$ cat config.mk
export PLATFORM = sky130hd
export DESIGN_NAME = flash_cmd_seq
export DESIGN_NICKNAME = d
export VERILOG_FILES = /design/src/rtl/flash_cmd_pkg.sv /design/src/rtl/flash_cmd_regfile.sv /design/src/rtl/flash_cmd_decode.sv /design/src/rtl/flash_cmd_seq.sv
export SDC_FILE = /design/constraint.sdc
export NUM_CORES = 1
export LEC_CHECK = 0
export BUFFER_PORTS_ARGS = -buffer_cell sky130_fd_sc_hd__buf_2
export CAP_MARGIN = 20
export CORE_ASPECT_RATIO = 0.7
export CORE_MARGIN = 8
export CORE_UTILIZATION = 63
export CTS_BUF_LIST = sky130_fd_sc_hd__clkbuf_4 sky130_fd_sc_hd__clkbuf_8 sky130_fd_sc_hd__clkbuf_16
export CTS_CLUSTER_DIAMETER = 40
export CTS_CLUSTER_SIZE = 12
export DETAILED_ROUTE_END_ITERATION = 10
export PLACE_DENSITY = 0.94
export SLEW_MARGIN = 20
export SYNTH_ARGS = -nofsm -noshare
export SYNTH_HDL_FRONTEND = slang
export SYNTH_HIERARCHICAL = 1
export SYNTH_SLANG_ARGS = --single-unit
$ cat constraint.sdc
create_clock -name clk -period 5.5 [get_ports clk]
set_clock_uncertainty 0.1 [all_clocks]
set_input_delay 0 -clock clk [delete_from_list [all_inputs] [get_ports clk]]
set_output_delay 0 -clock clk [all_outputs]
set_load 0.02 [all_outputs]
$ cat src/rtl/flash_cmd_pkg.sv
package flash_cmd_pkg;
    localparam int ADDR_W    = 12;
    localparam int WORD_W    = 32;
    localparam int NUM_WORDS = 6;
    localparam int STAT_W    = 16;

    localparam logic [ADDR_W-1:0] OFF_WORD0  = 12'h000;
    localparam logic [ADDR_W-1:0] OFF_STATUS = 12'h044;
    localparam logic [ADDR_W-1:0] OFF_CTRL   = 12'h100;
    localparam logic [ADDR_W-1:0] OFF_MODE   = 12'h230;

    localparam logic [6:0] TYPE_CMD      = 7'd0;
    localparam logic [6:0] TYPE_CMD_DATA = 7'd1;
    localparam logic [6:0] TYPE_DATA     = 7'd127;

    localparam logic [1:0] MODE_CMD = 2'd1;

    localparam logic [STAT_W-1:0] STAT_REJECT = 16'hC001;

    typedef struct packed {
        logic [6:0]  itype;
        logic [7:0]  opcode;
        logic [47:0] addr;
        logic [2:0]  addr_bytes;
        logic [1:0]  addr_lanes;
        logic [1:0]  cmd_lanes;
        logic [2:0]  bank;
        logic [31:0] count;
        logic [5:0]  dummy;
        logic        write;
    } cmd_desc_t;
endpackage

$ cat src/rtl/flash_cmd_regfile.sv
module flash_cmd_regfile
    import flash_cmd_pkg::*;
(
    input  logic                              clk,
    input  logic                              rst_n,
    input  logic                              wr_en,
    input  logic [ADDR_W-1:0]                 wr_addr,
    input  logic [WORD_W-1:0]                 wr_data,
    output logic [NUM_WORDS-1:0][WORD_W-1:0]  words_q,
    output logic [1:0]                        mode_q
);
    logic [NUM_WORDS-1:0][WORD_W-1:0] words_d;
    logic [1:0]                       mode_d;

    for (genvar i = 0; i < NUM_WORDS; i++) begin : g_word
        localparam logic [ADDR_W-1:0] OFF = OFF_WORD0 + ADDR_W'(4 * i);
        always_comb begin
            words_d[i] = words_q[i];
            if (wr_en && wr_addr == OFF) words_d[i] = wr_data;
        end
    end

    always_comb begin
        mode_d = mode_q;
        if (wr_en && wr_addr == OFF_MODE) mode_d = wr_data[6:5];
    end

    always_ff @(posedge clk or negedge rst_n) begin
        if (!rst_n) begin
            words_q <= '0;
            mode_q  <= '0;
        end else begin
            words_q <= words_d;
            mode_q  <= mode_d;
        end
    end
endmodule

$ cat src/rtl/flash_cmd_decode.sv
module flash_cmd_decode
    import flash_cmd_pkg::*;
(
    input  logic [WORD_W-1:0] w1,
    input  logic [WORD_W-1:0] w2,
    input  logic [WORD_W-1:0] w3,
    input  logic [WORD_W-1:0] w4,
    output cmd_desc_t         desc
);
    always_comb begin
        desc            = '0;
        desc.itype      = w1[6:0];
        desc.addr       = {w3[7:0], w2, w1[31:24]};
        desc.opcode     = w3[23:16];
        desc.addr_bytes = w3[30:28];
        desc.addr_lanes = w4[1:0];
        desc.cmd_lanes  = w4[9:8];
        desc.bank       = w4[14:12];
        desc.count      = {w3[15:0], w2[31:16]};
        desc.dummy      = w3[25:20];
        desc.write      = w4[4];
    end
endmodule

$ cat src/rtl/flash_cmd_seq.sv
module flash_cmd_seq
    import flash_cmd_pkg::*;
(
    input  logic              clk,
    input  logic              rst_n,
    input  logic              wr_en,
    input  logic [11:0]       wr_addr,
    input  logic [31:0]       wr_data,
    input  logic [11:0]       rd_addr,
    output logic [31:0]       rd_data,
    output logic              seq_start_o,
    output logic              seq_data_o,
    output logic [7:0]        seq_opcode_o,
    output logic [47:0]       seq_addr_o,
    output logic [2:0]        seq_addr_bytes_o,
    output logic [1:0]        seq_addr_lanes_o,
    output logic [1:0]        seq_cmd_lanes_o,
    output logic [2:0]        seq_bank_o,
    output logic [31:0]       seq_count_o,
    output logic [5:0]        seq_dummy_o,
    output logic              seq_write_o,
    input  logic              seq_done_i,
    input  logic [2:0]        seq_err_i,
    output logic              done_o
);
    typedef struct packed {
        logic              busy;
        logic              start;
        logic              pending;
        logic              notify;
        logic              is_data;
        logic              is_cd;
        logic              done;
        logic [STAT_W-1:0] status;
        cmd_desc_t         desc;
    } ctl_t;

    logic [NUM_WORDS-1:0][WORD_W-1:0] words_q;
    logic [1:0]                       mode_q;
    cmd_desc_t                        dec;
    ctl_t                             ctl_d, ctl_q;
    logic                             launch;

    flash_cmd_regfile i_regs (
        .clk     (clk),
        .rst_n   (rst_n),
        .wr_en   (wr_en),
        .wr_addr (wr_addr),
        .wr_data (wr_data),
        .words_q (words_q),
        .mode_q  (mode_q)
    );

    flash_cmd_decode i_dec (
        .w1   (words_q[1]),
        .w2   (words_q[2]),
        .w3   (words_q[3]),
        .w4   (words_q[4]),
        .desc (dec)
    );

    assign launch = wr_en && (wr_addr == OFF_WORD0) && !ctl_q.busy;

    always_comb begin
        ctl_d       = ctl_q;
        ctl_d.start = 1'b0;
        ctl_d.done  = 1'b0;
        if (ctl_q.busy && seq_done_i) begin
            ctl_d.busy   = 1'b0;
            ctl_d.status = {1'b1, |seq_err_i, 10'b0, seq_err_i, 1'b0};
            ctl_d.pending = ctl_q.is_cd && !(|seq_err_i);
            ctl_d.done   = ctl_q.is_data && ctl_q.notify;
        end else if (launch) begin
            ctl_d.pending = 1'b0;
            ctl_d.status  = STAT_REJECT;
            if (mode_q == MODE_CMD &&
                (dec.itype == TYPE_CMD || dec.itype == TYPE_CMD_DATA ||
                 (dec.itype == TYPE_DATA && ctl_q.pending))) begin
                ctl_d.busy    = 1'b1;
                ctl_d.start   = 1'b1;
                ctl_d.status  = '0;
                ctl_d.desc    = dec;
                ctl_d.notify  = wr_data[0];
                ctl_d.is_data = (dec.itype == TYPE_DATA);
                ctl_d.is_cd   = (dec.itype == TYPE_CMD_DATA);
            end
        end
    end

    always_ff @(posedge clk or negedge rst_n) begin
        if (!rst_n) ctl_q <= '0;
        else        ctl_q <= ctl_d;
    end

    always_comb begin
        rd_data = '0;
        if (rd_addr < OFF_WORD0 + 12'(4 * NUM_WORDS) && rd_addr[1:0] == 2'b00)
            rd_data = words_q[rd_addr[4:2]];
        else if (rd_addr == OFF_STATUS) rd_data = 32'(ctl_q.status);
        else if (rd_addr == OFF_CTRL)   rd_data = {24'b0, ctl_q.busy, 7'b0};
        else if (rd_addr == OFF_MODE)   rd_data = {25'b0, mode_q, 5'b0};
    end

    assign seq_start_o      = ctl_q.start;
    assign seq_data_o       = ctl_q.is_data;
    assign seq_opcode_o     = ctl_q.desc.opcode;
    assign seq_addr_o       = ctl_q.desc.addr;
    assign seq_addr_bytes_o = ctl_q.desc.addr_bytes;
    assign seq_addr_lanes_o = ctl_q.desc.addr_lanes;
    assign seq_cmd_lanes_o  = ctl_q.desc.cmd_lanes;
    assign seq_bank_o       = ctl_q.desc.bank;
    assign seq_count_o      = ctl_q.desc.count;
    assign seq_dummy_o      = ctl_q.desc.dummy;
    assign seq_write_o      = ctl_q.desc.write;
    assign done_o           = ctl_q.done;

    AST_START_WITH_BUSY: assert property (@(posedge clk) disable iff (!rst_n)
        seq_start_o |-> ctl_q.busy);
    AST_START_ONE_CYCLE: assert property (@(posedge clk) disable iff (!rst_n)
        seq_start_o |=> !seq_start_o);
    AST_BUSY_FALLS: assert property (@(posedge clk) disable iff (!rst_n)
        (ctl_q.busy && seq_done_i) |=> (!ctl_q.busy && ctl_q.status[15]));
    AST_NO_RESTART: assert property (@(posedge clk) disable iff (!rst_n)
        (ctl_q.busy && !seq_done_i) |=> !seq_start_o);
    AST_DONE_AFTER_BUSY: assert property (@(posedge clk) disable iff (!rst_n)
        done_o |-> ($past(ctl_q.busy) && !ctl_q.busy));
endmodule

Word-level counts from Yosys, hierarchy flattened
Index checks and enable logic that the tools add are counted.
{"block": "op_classes", "n_lt_le_gt_ge": 2, "n_eq_ne": 12, "mux": 16, "bitwise": 1, "n_reduce_logical": 26}
{"cell": "$mux W128", "n": 2}
{"cell": "$bmux W32 S3", "n": 1}
{"cell": "$mux W32", "n": 2}
{"cell": "$mux W16", "n": 2}
{"cell": "$eq A12 B10 Y1 const B", "n": 2}
{"cell": "$eq A12 B4 Y1 const B", "n": 2}
{"cell": "$eq A12 B5 Y1 const B", "n": 2}
{"cell": "$logic_and A1 B1 Y1", "n": 14}
{"cell": "$eq A12 B3 Y1 const B", "n": 1}
{"cell": "$eq A12 B7 Y1 const B", "n": 1}
{"cell": "$eq A12 B9 Y1 const B", "n": 1}
{"cell": "$logic_not A12 Y1", "n": 1}
{"cell": "$lt A12 B5 Y1 const B", "n": 1}
{"cell": "$mux W8", "n": 1}
{"cell": "$eq A7 B1 Y1 const B", "n": 1}
{"cell": "$eq A7 B7 Y1 const B", "n": 1}
{"cell": "$logic_not A7 Y1", "n": 1}
{"cell": "$mux W7", "n": 1}
{"cell": "$mux W6", "n": 1}
{"cell": "$lt A3 B4 Y1 const B", "n": 1}
{"cell": "$mux W1", "n": 4}
{"cell": "$reduce_bool A2 Y1", "n": 2}
{"cell": "$mux W3", "n": 1}
{"cell": "$reduce_and A3 Y1", "n": 1}
{"cell": "other kinds (8)", "n": 10}
{"block": "totals", "reg_bits": 329, "in_bits": 63, "out_inout_bits": 140, "wordCells": 82}

Longest topological paths before layout
Gate-level depths: netlist of the first run.
{"block": "logic_depth", "ltp_word": 7, "depth_mapped": 7, "depth_no_buf": 4}

Modules after synthesis
Netlist of the first run, hierarchy kept.
{"mod": "flash_cmd_regfile", "n_inst": 1, "cells_per_inst": 425, "area_per_inst_um2": 7537.2, "seq_area_each_um2": 4854.7}
{"mod": "flash_cmd_seq", "n_inst": 1, "cells_per_inst": 551, "area_per_inst_um2": 7470.9, "seq_area_each_um2": 2952.8}
{"mod": "flash_cmd_decode", "n_inst": 1, "cells_per_inst": 112, "area_per_inst_um2": 840.8, "seq_area_each_um2": 0.0}

Least setup slack after synthesis of the first run
OpenSTA, ideal clock, no wires.
{"block": "synth_path", "path_kind": "reg2reg", "from": "register i_regs/words_q[34] (netlist bit)", "to": "register ctl_q, in the netlist seq_addr_o[2]", "setup_time_ns": 0.127, "arrival_time_ns": 1.865, "required_ns": 5.273, "path_slack_ns": 3.408, "stages_incl_launch_ff": 8, "path_cell_list": "dfrtp_1 > buf_4 > nor4_1 > nand2_1 > a211oi_4 > buf_12 > buf_8 > mux2_1"}
{"block": "synth_between", "elab_chain_cells": 5, "elab_cells_between_ends": 8, "cone_classes": "eq/ne: 2; reduce/logical: 6"}
{"element": "from (decl)", "line": "flash_cmd_regfile.sv:9", "rtl": "output logic [NUM_WORDS-1:0][WORD_W-1:0] words_q,"}
{"element": "from (signal assigned)", "line": "flash_cmd_regfile.sv:33", "rtl": "words_q <= words_d;"}
{"element": "$eq A7 B1 Y1, or another cell as far along", "line": "flash_cmd_seq.sv:77", "rtl": "(dec.itype == TYPE_CMD || dec.itype == TYPE_CMD_DATA ||"}
{"element": "$logic_or A1 B1 Y1 / $logic_and A1 B1 Y1 (equally long branches)", "line": "flash_cmd_seq.sv:77, flash_cmd_seq.sv:78"}
{"element": "$logic_or A1 B1 Y1 (*)", "line": "flash_cmd_seq.sv:77"}
{"element": "$logic_and A1 B1 Y1 (*)", "line": "flash_cmd_seq.sv:76", "rtl": "if (mode_q == MODE_CMD &&"}
{"element": "$reduce_and A3 Y1 (no line) (*)"}
{"element": "to (signal assigned)", "line": "flash_cmd_seq.sv:92", "rtl": "else ctl_q <= ctl_d;"}
{"element": "to (decl)", "line": "flash_cmd_seq.sv:41", "rtl": "ctl_t ctl_d, ctl_q;"}
Every way passes the cells marked *; elsewhere a longest branch is shown, timed or not.
A chain may end at the register's enable or synchronous reset.

Worst setup path in the final report of the first run
{"block": "layout_path", "from": "input wr_addr[6]", "to": "register ctl_q, in the netlist seq_addr_o[16]"}
{"block": "layout_between", "elab_chain_cells": 4}
{"element": "from (decl)", "line": "flash_cmd_seq.sv:7", "rtl": "input logic [11:0] wr_addr,"}
{"element": "$logic_not A12 Y1", "line": "flash_cmd_seq.sv:62", "rtl": "assign launch = wr_en && (wr_addr == OFF_WORD0) && !ctl_q.busy;"}
{"element": "$logic_and A1 B1 Y1 (2 in series)", "line": "flash_cmd_seq.sv:62"}
{"element": "$reduce_and A3 Y1 (no line)"}
No other way between the ends.

==> results of run 1 <==
[per-stage QoR]
step | instances | cell area, sq um | util | setup slack, ns | hold slack [ns]
floorplan | 1088 | 15800 | - | 3.41 | -0.396
global placement | 1357 | 15300 | 0.622 | 2.84 | -0.101
detailed placement | 1357 | 15300 | 0.622 | 2.71 | -0.0956
CTS | 1463 | 17000 | 0.688 | 2.56 | 0.0167
global route | 1467 | 17000 | 0.688 | 2.32 | 0.0405
finish | 1467 | 17000 | 0.688 | 2.32 | 0.0201
[tightest hold or removal path, stage by stage]
cell	delay, ns
dlygate4sd3_1	0.56
buf_8	0.15
buf_16	0.30
[report_power, final]
part	internal, mW	switching [mW]
clock network	1.33	0.939
logic	0.0689	0.124
registers	2.30	0.00501
[state kept, by name, summed over array words and instances, names as in the netlist]
signal	flops
seq_dummy_o	6
done_o	1
seq_cmd_lanes_o	2
seq_write_o	1
seq_start_o	1
seq_opcode_o	8
seq_addr_bytes_o	3
i_regs/words_q	192
seq_addr_lanes_o	2
ctl_q	10
seq_bank_o	3
i_regs/mode_q	2
seq_count_o	32
seq_data_o	1
seq_addr_o	48
[repair_timing]
| action | 4_1_cts | 5_1_grt |
|---|---|---|
| endpoints found under the hold margin | 278 | 0 |
| hold buffers | 51 | 0 |
| buffers inserted | 0 | 0 |
[final timing paths]
path,endpoint,slack [ns],depth (start not counted),startpoint
setup / recovery,seq_addr_o[16],2.32,8,wr_addr[6]
hold / removal,seq_addr_lanes_o[1],0.02,3,rst_n
setup reg to reg,seq_addr_o[16],2.57,5,i_regs/words_q[34]
hold reg to reg,seq_addr_o[6],0.38,1,seq_addr_o[6]
max in group asynchronous,i_regs/words_q[147],4.35,3,rst_n
min in group clk,i_regs/mode_q[1],0.06,3,wr_addr[2]
[Yosys cell counts, types with 2 or more instances]
master,number
buf_12,10
nor2_1,28
o21ai_0,3
buf_6,6
nand4_1,4
and3_1,2
and4_1,2
a22oi_1,31
a21oi_1,3
nor2b_1,3
nand2_1,9
nand3_1,11
inv_1,3
nor4_4,2
or3_1,2
or4_1,3
mux2_2,175
buf_4,217
dfrtp_1,312
nor4_1,6
clkbuf_1,21
mux4_2,32
mux2_4,150
buf_2,15
o2bb2ai_1,8
nor3_1,3
or4b_1,2
mux2_1,8
[cells by family after synthesis]
kind of cell           share of synthesized area
multiplexers                               0.318
flip-flops                                 0.493
buffers and inverters                      0.131
AND/OR/NAND/NOR                           0.0338
AO/OA/AOI/OAI                             0.0241
[layer usage]
layer  global-route usage  share of wire
met2                0.381           0.47
met4               0.0995          0.034
met3               0.0619          0.075
met1                0.316           0.42
met5                    0              0
[final cells by class]
class                      count  area, sq um
timing repair buffer         265         1650
clock buffer                  43          990
multi-input combinational    502         5990
antenna                        4         10.0
clock inverter                12          113
inverter                       4         15.0
tap                          325          407
fill                        1546         7690
sequential                   312         7810
==> reports/qor.yml, run 1 <==
status: "completed"
relSlewSlack: 0.242
cts-root-buf: "clkbuf_16"
die_area_sq_um: 30600
total_power_mw: 4.77
fp.dieH_um: 149
gp_congestion: 0.836
overflow: 0
hold_violations: 0
antenna_found_initial: 4
slew_viol_final: 0
min_period_ns: 3.18
synth_flop_cell: "dfrtp_1"
worst_slew_pin_slew_ns: 1.14
grt_setup_unrepaired: "false"
fmax_mhz: 314
ys_types: 45
coreArea_sq_um: 24700
cts_tree: "built"
avgSynthCellArea_sq_um: 14.6
endpoint_kind: "register"
rows: 48
power_density_nw_per_um2: 281
synth_cells: 1088
crit_fanout: 58
finalSetupTns_ns: 0
crit_buf_inv: 4
layout-drive-gt1-share: 0.562
syn-cell-area_sq_um: 15800
ys_ff_latch: 312
portBuffers: 202
io_pins: 203
floorplan.initialDensity: 0.642
drt-vias-per-instance: 6.06
drv_cap: 0
cts.sinks: 312
layout_common_cells: "dfrtp_1 (312), buf_2 (200), mux2_2 (175), mux2_4 (150), dlygate4sd3_1 (50)"
drc: 0
cp_data_required_time_ns: 5.79
start_kind: "input port"
synthTopCellsByArea: "dfrtp_1 (49%), mux2_4 (14%), mux2_2 (12%), buf_4 (10%), mux4_2 (4.5%)"
critPathSlowestCell: "buf_4"
dp_hpwl_mm: 20.7
period_share: 0.579
htreeDepth: 2
yosysTopAreaCell: "dfrtp_1"
grt_pass1_wl_mm: 58.1
cts_buffers: 36
post_drt_wl_per_cell_um: 24.9
first_pass_iters: 5
p_leak_nw: 8.80
synth_fp_nets: 1151
dr.first_iter.drc_count: 537
area_growth_pct: 7.19
synth_top_area_share: 0.493
grt.total_usage: 0.241
grt_max_degree: 164
die_w_um: 206
path_clk_slew_ns: 0.06
first_global_vias: 9970
clock_path_buffers: 3
setup_violations: 0
cp_cell_sequence: "dlygate4sd3_1 -> buf_2 -> nor4b_4 -> dlygate4sd3_1 -> nand4_4 -> a211oi_4 -> buf_4 -> mux2_2"
ys_seq_area_frac: 0.493
final_common_cell: "dfrtp_1"
ir_drop_uv: 228
criticalPathCategory: "in2reg"
worstPathArrival_ns: 3.48
max_stage_delay_ns: 0.83
crit_top_cell: "dlygate4sd3_1"
critPathTopFamily: "buffers and inverters"
ant_nets: 0
synthArstFlopShare: 1.00
cts.repair.resized: 0
wl_mm: 36.5
clk-insertion-delay-late_ns: 0.51
yosysWarnings: 6
hold_path.class: "in2async"
synth_edf_count: 0
final_nets: 1184
route.vias.total: 8892
Note: power is estimated with default switching activity, not from simulation.
==> inputs of run 2 (changes only) <==
--- a/config.mk
+++ b/config.mk
@@ -5,16 +5,17 @@
 export SDC_FILE = /design/constraint.sdc
 export NUM_CORES = 1
 export LEC_CHECK = 0
+export ABC_AREA = 1
 export BUFFER_PORTS_ARGS = -buffer_cell sky130_fd_sc_hd__buf_2
 export CAP_MARGIN = 20
 export CORE_ASPECT_RATIO = 0.7
 export CORE_MARGIN = 8
-export CORE_UTILIZATION = 63
+export CORE_UTILIZATION = 53
 export CTS_BUF_LIST = sky130_fd_sc_hd__clkbuf_4 sky130_fd_sc_hd__clkbuf_8 sky130_fd_sc_hd__clkbuf_16
 export CTS_CLUSTER_DIAMETER = 40
 export CTS_CLUSTER_SIZE = 12
 export DETAILED_ROUTE_END_ITERATION = 10
-export PLACE_DENSITY = 0.94
+export PLACE_DENSITY = 0.85
 export SLEW_MARGIN = 20
 export SYNTH_ARGS = -nofsm -noshare
 export SYNTH_HDL_FRONTEND = slang
==> constraint.sdc (replaced) <==
create_clock -name clk -period 2.57 [get_ports clk]
set_clock_uncertainty 0.1 [all_clocks]
set_input_delay 0 -clock clk [delete_from_list [all_inputs] [get_ports clk]]
set_output_delay 0 -clock clk [all_outputs]
set_load 0.02 [all_outputs]
==> reports/qor.yml, run 2 <==
status: "completed"
max_stage_delay_ns: 0.73  # -0.10 ns
period_share: 0.950
post_cts_buffers: 0  # unchanged
floorplan.initialDensity: 0.541  # -0.101
synthArstFlopShare: 1.00  # unchanged
ant_nets: 0  # unchanged
first_global_vias: 13600  # +36%
fp.dieH_um: 163  # +9.5%
route.vias.total: 14600  # +64%
gp_congestion: 0.938  # +12%
cp_cell_sequence: "dlygate4sd3_1 -> buf_2 -> nor2_1 -> dlygate4sd3_1 -> nand2_1 -> nor2_4 -> dlygate4sd3_1 -> nand3_1 -> nand2_1"
grt.total_usage: 0.273  # +0.0316
cts_tree: "built"
finalSetupTns_ns: 0  # unchanged
place_inst: 2371  # +75%
synth_top_area_share: 0.478  # -0.0142
drt-vias-per-instance: 5.86  # -3.3%
hold_violations: 0  # unchanged
ys_types: 25  # -44%
cts_buffers: 38  # +5.6%
power_density_nw_per_um2: 621  # +120%
htreeDepth: 2  # unchanged
synth_commonest_cells: "nand2_1 (801), dfrtp_1 (312), nand3_1 (266), buf_4 (231), nand4_1 (109)"
crit_buf_inv: 4  # unchanged
ctsHoldBuffers: 59  # +16%
ys_seq_area_frac: 0.478  # -0.0142
synth_flop_cell: "dfrtp_1"
largest-register: "i_regs/words_q"
portBuffers: 202  # unchanged
cts.sinks: 312  # unchanged
largest_reg_flops: 192  # unchanged
clock_path_buffers: 3  # unchanged
wl_mm: 51.1  # +40%
critPathTopFamily: "buffers and inverters"
synthTopCellsByArea: "dfrtp_1 (48%), nand2_1 (18%), buf_4 (11%), nand3_1 (8.2%), nand4_1 (4.2%)"
instances_no_fill: 2493  # +70%
worstPathArrival_ns: 2.81  # -0.67 ns
p_leak_nw: 9.74  # +11%
cp_data_required_time_ns: 2.94  # -2.85 ns
layout-drive-gt1-share: 0.153  # -0.408
final_common_cell: "nand2_1"
stdcell_area_sq_um: 17800  # +4.8%
area_growth_pct: 9.08
drc: 0  # unchanged
post_drt_wl_per_cell_um: 20.5  # -18%
yosysTopAreaCell: "dfrtp_1"
drv_cap: 0  # unchanged
hold_path.class: "in2reg"
nFillCells: 2614  # +69%
path_clk_slew_ns: 0.06  # about the same
relSlewSlack: 0.518  # +0.276
setup_violations: 0  # unchanged
cts-root-buf: "clkbuf_16"
layout_common_cells: "nand2_1 (800), dfrtp_1 (312), nand3_1 (265), buf_2 (201), nand4_1 (109)"
synth_cells: 2081  # +91%
worst_slew_pin_slew_ns: 0.723  # -0.414 ns
antenna_found_initial: 2  # -2
dr.first_iter.drc_count: 2445  # +360%
final_nets: 2121  # +79%
synth_edf_count: 0  # unchanged
io_pins: 203  # unchanged
ys_ff_latch: 312  # unchanged
synth_fp_nets: 2144  # +86%
first_pass_iters: 6  # +1
die_area_sq_um: 36700  # +20%
overflow: 0  # unchanged
ir_drop_uv: 385  # +69%
critPathSlowestCell: "dlygate4sd3_1"
synth.most_common_cell: "nand2_1"
cts.repair.resized: 0  # unchanged
coreArea_sq_um: 30200  # +22%
grt_setup_unrepaired: "false"
crit_top_cell: "dlygate4sd3_1"
die_w_um: 226  # +9.8%
endpoint_kind: "register"
slew_viol_final: 0  # unchanged
syn-cell-area_sq_um: 16300  # +3.0%
dp_hpwl_mm: 33.2  # +61%
yosysWarnings: 6  # unchanged
crit_fanout: 6  # -90%
fmax_mhz: 410
rows: 53  # +10%
min_period_ns: 2.44
criticalPathCategory: "in2reg"
grt_max_degree: 111  # -32%
grt_pass1_wl_mm: 79.0  # +36%
clk-insertion-delay-late_ns: 0.53  # +0.02 ns
start_kind: "input port"
avgSynthCellArea_sq_um: 7.84  # -46%
place_area_sq_um: 15900  # +3.7%
==> run 2: final cells by class <==
type | instances | area (sq um) | area share
flip-flops and latches | 312 | 7810 | 0.439
repair buffers | 295 | 2000 | 0.112
multi-input cells | 1372 | 6050 | 0.340
diodes | 1 | 2.50 | 0.000141
clock buffers | 47 | 1100 | 0.0616
inverters | 39 | 146 | 0.00822
well taps | 412 | 515 | 0.0290
clock inverters | 15 | 181 | 0.0102
==> run 2: power by group <==
part | switching (mW) | internal, mW | total, mW
Sequential | 0.0187 | 4.93 | 4.95
Combinational | 0.441 | 0.184 | 0.626
Clock | 2.15 | 3.33 | 5.48
Total | 2.61 | 8.45 | 11.1
==> run 2: routing by layer <==
layer,vias to the layer above,track usage,routed length (um)
li1,6497,-,-
met1,6963,0.408,21600
met2,1033,0.371,20700
met3,116,0.0930,7690
met4,4,0.0698,1140
met5,-,0,27
==> run 2: worst paths after layout <==
path,slack [ns],end,cells past startpoint,from
min in group asynchronous,0.39,seq_count_o[30],3,rst_n
setup reg to reg,0.73,seq_addr_o[6],7,i_regs/words_q[38]
max in group asynchronous,1.32,i_regs/words_q[145],4,rst_n
hold / removal,0.12,ctl_q[134],3,seq_done_i
hold reg to reg,0.37,seq_addr_o[8],2,seq_addr_o[8]
setup / recovery,0.13,i_regs/words_q[140],9,wr_addr[7]
==> run 2: metrics by stage <==
stage	total power [mW]	util	hold slack [ns]	setup slack (ns)
after floorplan	5.25	-	-0.396	1.11
after global placement	5.55	0.527	-0.0732	0.772
after detailed placement	5.57	0.527	-0.0658	0.756
after CTS	11.1	0.590	0.108	0.344
after global routing	11.3	0.590	0.145	0.0201
final	11.1	0.590	0.123	0.129
==> run 2: cells by family after synthesis <==
family,synth area share
AO/OA/AOI/OAI,0.0337
buffers and inverters,0.154
flip-flops,0.478
AND/OR/NAND/NOR,0.334
==> run 2: worst register-to-register path: cells and delay by family (launching register included) <==
kind | cells | cell delay [ns]
simple gates | 6 | 0.90
buf+inv | 1 | 0.34
flops | 1 | 0.43
==> inputs of run 3 (changes only) <==
--- a/config.mk
+++ b/config.mk
@@ -10,12 +10,12 @@
 export CAP_MARGIN = 20
 export CORE_ASPECT_RATIO = 0.7
 export CORE_MARGIN = 8
-export CORE_UTILIZATION = 53
+export CORE_UTILIZATION = 59
 export CTS_BUF_LIST = sky130_fd_sc_hd__clkbuf_4 sky130_fd_sc_hd__clkbuf_8 sky130_fd_sc_hd__clkbuf_16
 export CTS_CLUSTER_DIAMETER = 40
 export CTS_CLUSTER_SIZE = 12
 export DETAILED_ROUTE_END_ITERATION = 10
-export PLACE_DENSITY = 0.85
+export PLACE_DENSITY = 0.89
 export SLEW_MARGIN = 20
 export SYNTH_ARGS = -nofsm -noshare
 export SYNTH_HDL_FRONTEND = slang
==> constraint.sdc (replaced) <==
create_clock -name clk -period 2.4 [get_ports clk]
set_clock_uncertainty 0.1 [all_clocks]
set_input_delay 0 -clock clk [delete_from_list [all_inputs] [get_ports clk]]
set_output_delay 0 -clock clk [all_outputs]
set_load 0.02 [all_outputs]
==> reports/qor.yml, run 3 (same netlist as run 2, synthesis figures left out) <==
status: "completed"
pwr-share-comb: 0.056  # about the same
top_usage_layer: "met1"
grt_util_met3: 0.113  # +0.0195
post_cts_buffers: 0  # unchanged
htreeDepth: 2  # unchanged
drv_cap: 0  # unchanged
power_density_nw_per_um2: 659  # +6.0%
die_w_um: 215  # -4.9%
first_global_vias: 13700  # +0.77%
nFillCells: 2220  # -15%
p_int_mw: 8.83  # +4.5%
setup_violations: 0  # unchanged
worstPathArrival_ns: 2.62  # -0.19 ns
critPathSlowestCell: "dlygate4sd3_1"
utilization: 0.643  # +0.0535
cp_data_required_time_ns: 2.71  # -0.23 ns
cts.sinks: 312  # unchanged
ir_drop_uv: 541  # +41%
clk-insertion-delay-late_ns: 0.53  # about the same
switching_share: 0.242  # +0.00629
wl_mm: 49.8  # -2.6%
dp_hpwl_mm: 33.3  # +0.21%
switchingPower_mw: 2.82  # +8.2%
cts_tree: "built"
finalSetupTns_ns: 0  # unchanged
hold_violations: 0  # unchanged
criticalPathCategory: "in2reg"
largest_reg_flops: 192  # unchanged
antenna_found_initial: 6  # +4
slew_viol_final: 0  # unchanged
p_leak_nw: 9.71  # -0.32%
area_growth_pct: 8.45
dr.first_iter.drc_count: 2517  # +2.9%
cts-root-buf: "clkbuf_16"
grt_setup_unrepaired: "false"
hold_path.class: "in2reg"
drt-vias-per-instance: 5.93  # +1.2%
first_pass_iters: 6  # unchanged
endpoint_kind: "register"
final_common_cell: "nand2_1"
layout_common_cells: "nand2_1 (799), dfrtp_1 (312), nand3_1 (265), buf_2 (201), nand4_1 (109)"
route.vias.total: 14600  # -0.38%
start_kind: "input port"
ant_nets: 0  # unchanged
drc: 0  # unchanged
regArea_sq_um: 7810  # unchanged
final_nets: 2121  # unchanged
largest-register: "i_regs/words_q"
grt_use_met2: 0.405  # +0.0339
grt.total_usage: 0.295  # +0.0220
fmax_mhz: 434
crit_top_cell: "nand2_1"
overflow: 0  # unchanged
coreArea_sq_um: 27500  # -8.8%
rows: 51  # -3.8%
worst_slew_pin_slew_ns: 0.670  # -0.0536 ns
relSlewSlack: 0.554  # +0.0358
crit_fanout: 52  # +46
grt_pass1_wl_mm: 79.0  # unchanged
fp.dieH_um: 155  # -4.7%
multiInputGateArea_sq_um: 6060  # about the same
max_stage_delay_ns: 0.57  # -0.16 ns
grt_max_degree: 110  # -0.90%
gp_congestion: 1.02  # +9.1%
period_share: 0.960
grt.met1_usage: 0.436  # +0.0283
floorplan.initialDensity: 0.593  # +0.0525
cts_buffers: 40  # +5.3%
clkPwrFrac: 0.489  # -0.006
die_area_sq_um: 33300  # -9.3%
path_clk_slew_ns: 0.05  # about the same
post_drt_wl_per_cell_um: 20.3  # -1.0%
clock_path_buffers: 3  # unchanged
antenna_cells: 0  # -1
io_pins: 203  # unchanged
p_seq_frac: 0.455  # +0.007
layout-drive-gt1-share: 0.157  # +0.00321
portBuffers: 202  # unchanged
cp_cell_sequence: "dlygate4sd3_1 -> buf_2 -> nor2_1 -> dlygate4sd3_1 -> nand2_1 -> nor2_4 -> buf_12 -> nand2_1 -> buf_4 -> nand2_1 -> nand2_1"
min_period_ns: 2.30
-- run 3: cell type report --
type	instances	area share
Sequential cell	312	0.441
Multi-Input combinational cell	1372	0.342
Timing Repair Buffer	293	0.111
Clock buffer	45	0.0607
Tap cell	371	0.0262
Clock inverter	21	0.0104
Inverter	39	0.00827
-- run 3: through the flow --
stage	hold WS, ns	area [sq um]	power [mW]	cells	setup slack, ns
global route	0.128	17700	11.9	2453	0.0356
detailed placement	-0.108	15900	5.95	2333	0.607
floorplan	-0.396	16300	5.63	2081	0.942
CTS	0.0997	17700	11.7	2453	0.197
finish	0.0965	17700	11.7	2453	0.0954
global placement	-0.111	15900	5.94	2333	0.642
-- run 3: final timing paths --
path,slack [ns],end,start,depth (start not counted)
worst max-delay path,0.1,i_regs/words_q[79],wr_addr[11],11
worst min-delay path,0.1,ctl_q[134],seq_done_i,3
worst max register to register,0.53,seq_addr_o[5],i_regs/words_q[37],8
worst min register to register,0.36,seq_count_o[31],seq_count_o[31],2
max in group asynchronous,0.92,seq_addr_o[0],rst_n,4
min in group asynchronous,0.44,seq_count_o[23],rst_n,3
-- run 3: layer usage --
metal | wire, um | up-vias
li1 | - | 6487
met4 | 893 | 10
met3 | 8010 | 121
met5 | 59 | -
met1 | 20800 | 6859
met2 | 20100 | 1081
-- run 3: power groups by stage --
stage               sequential (mW)  clock, mW  combinational (mW)
floorplan                      5.39          0               0.235
global placement               5.40          0               0.546
detailed placement             5.40          0               0.558
CTS                            5.30       5.73               0.631
global route                   5.30       5.94               0.702
finish                         5.30       5.70               0.654
-- run 3: critical path, delay by kind of cell --
kind / cells / cell delay [ns]
buffers and inverters: 5 / 1.80
AND/OR/NAND/NOR: 6 / 0.80
-- run 3: timing repair --
action | 4_1_cts | 5_1_grt
setup endpoints to repair | 0 | 1
gates resized for setup | 0 | 1
hold endpoints to repair | 515 | 0
hold buffers | 54 | 0
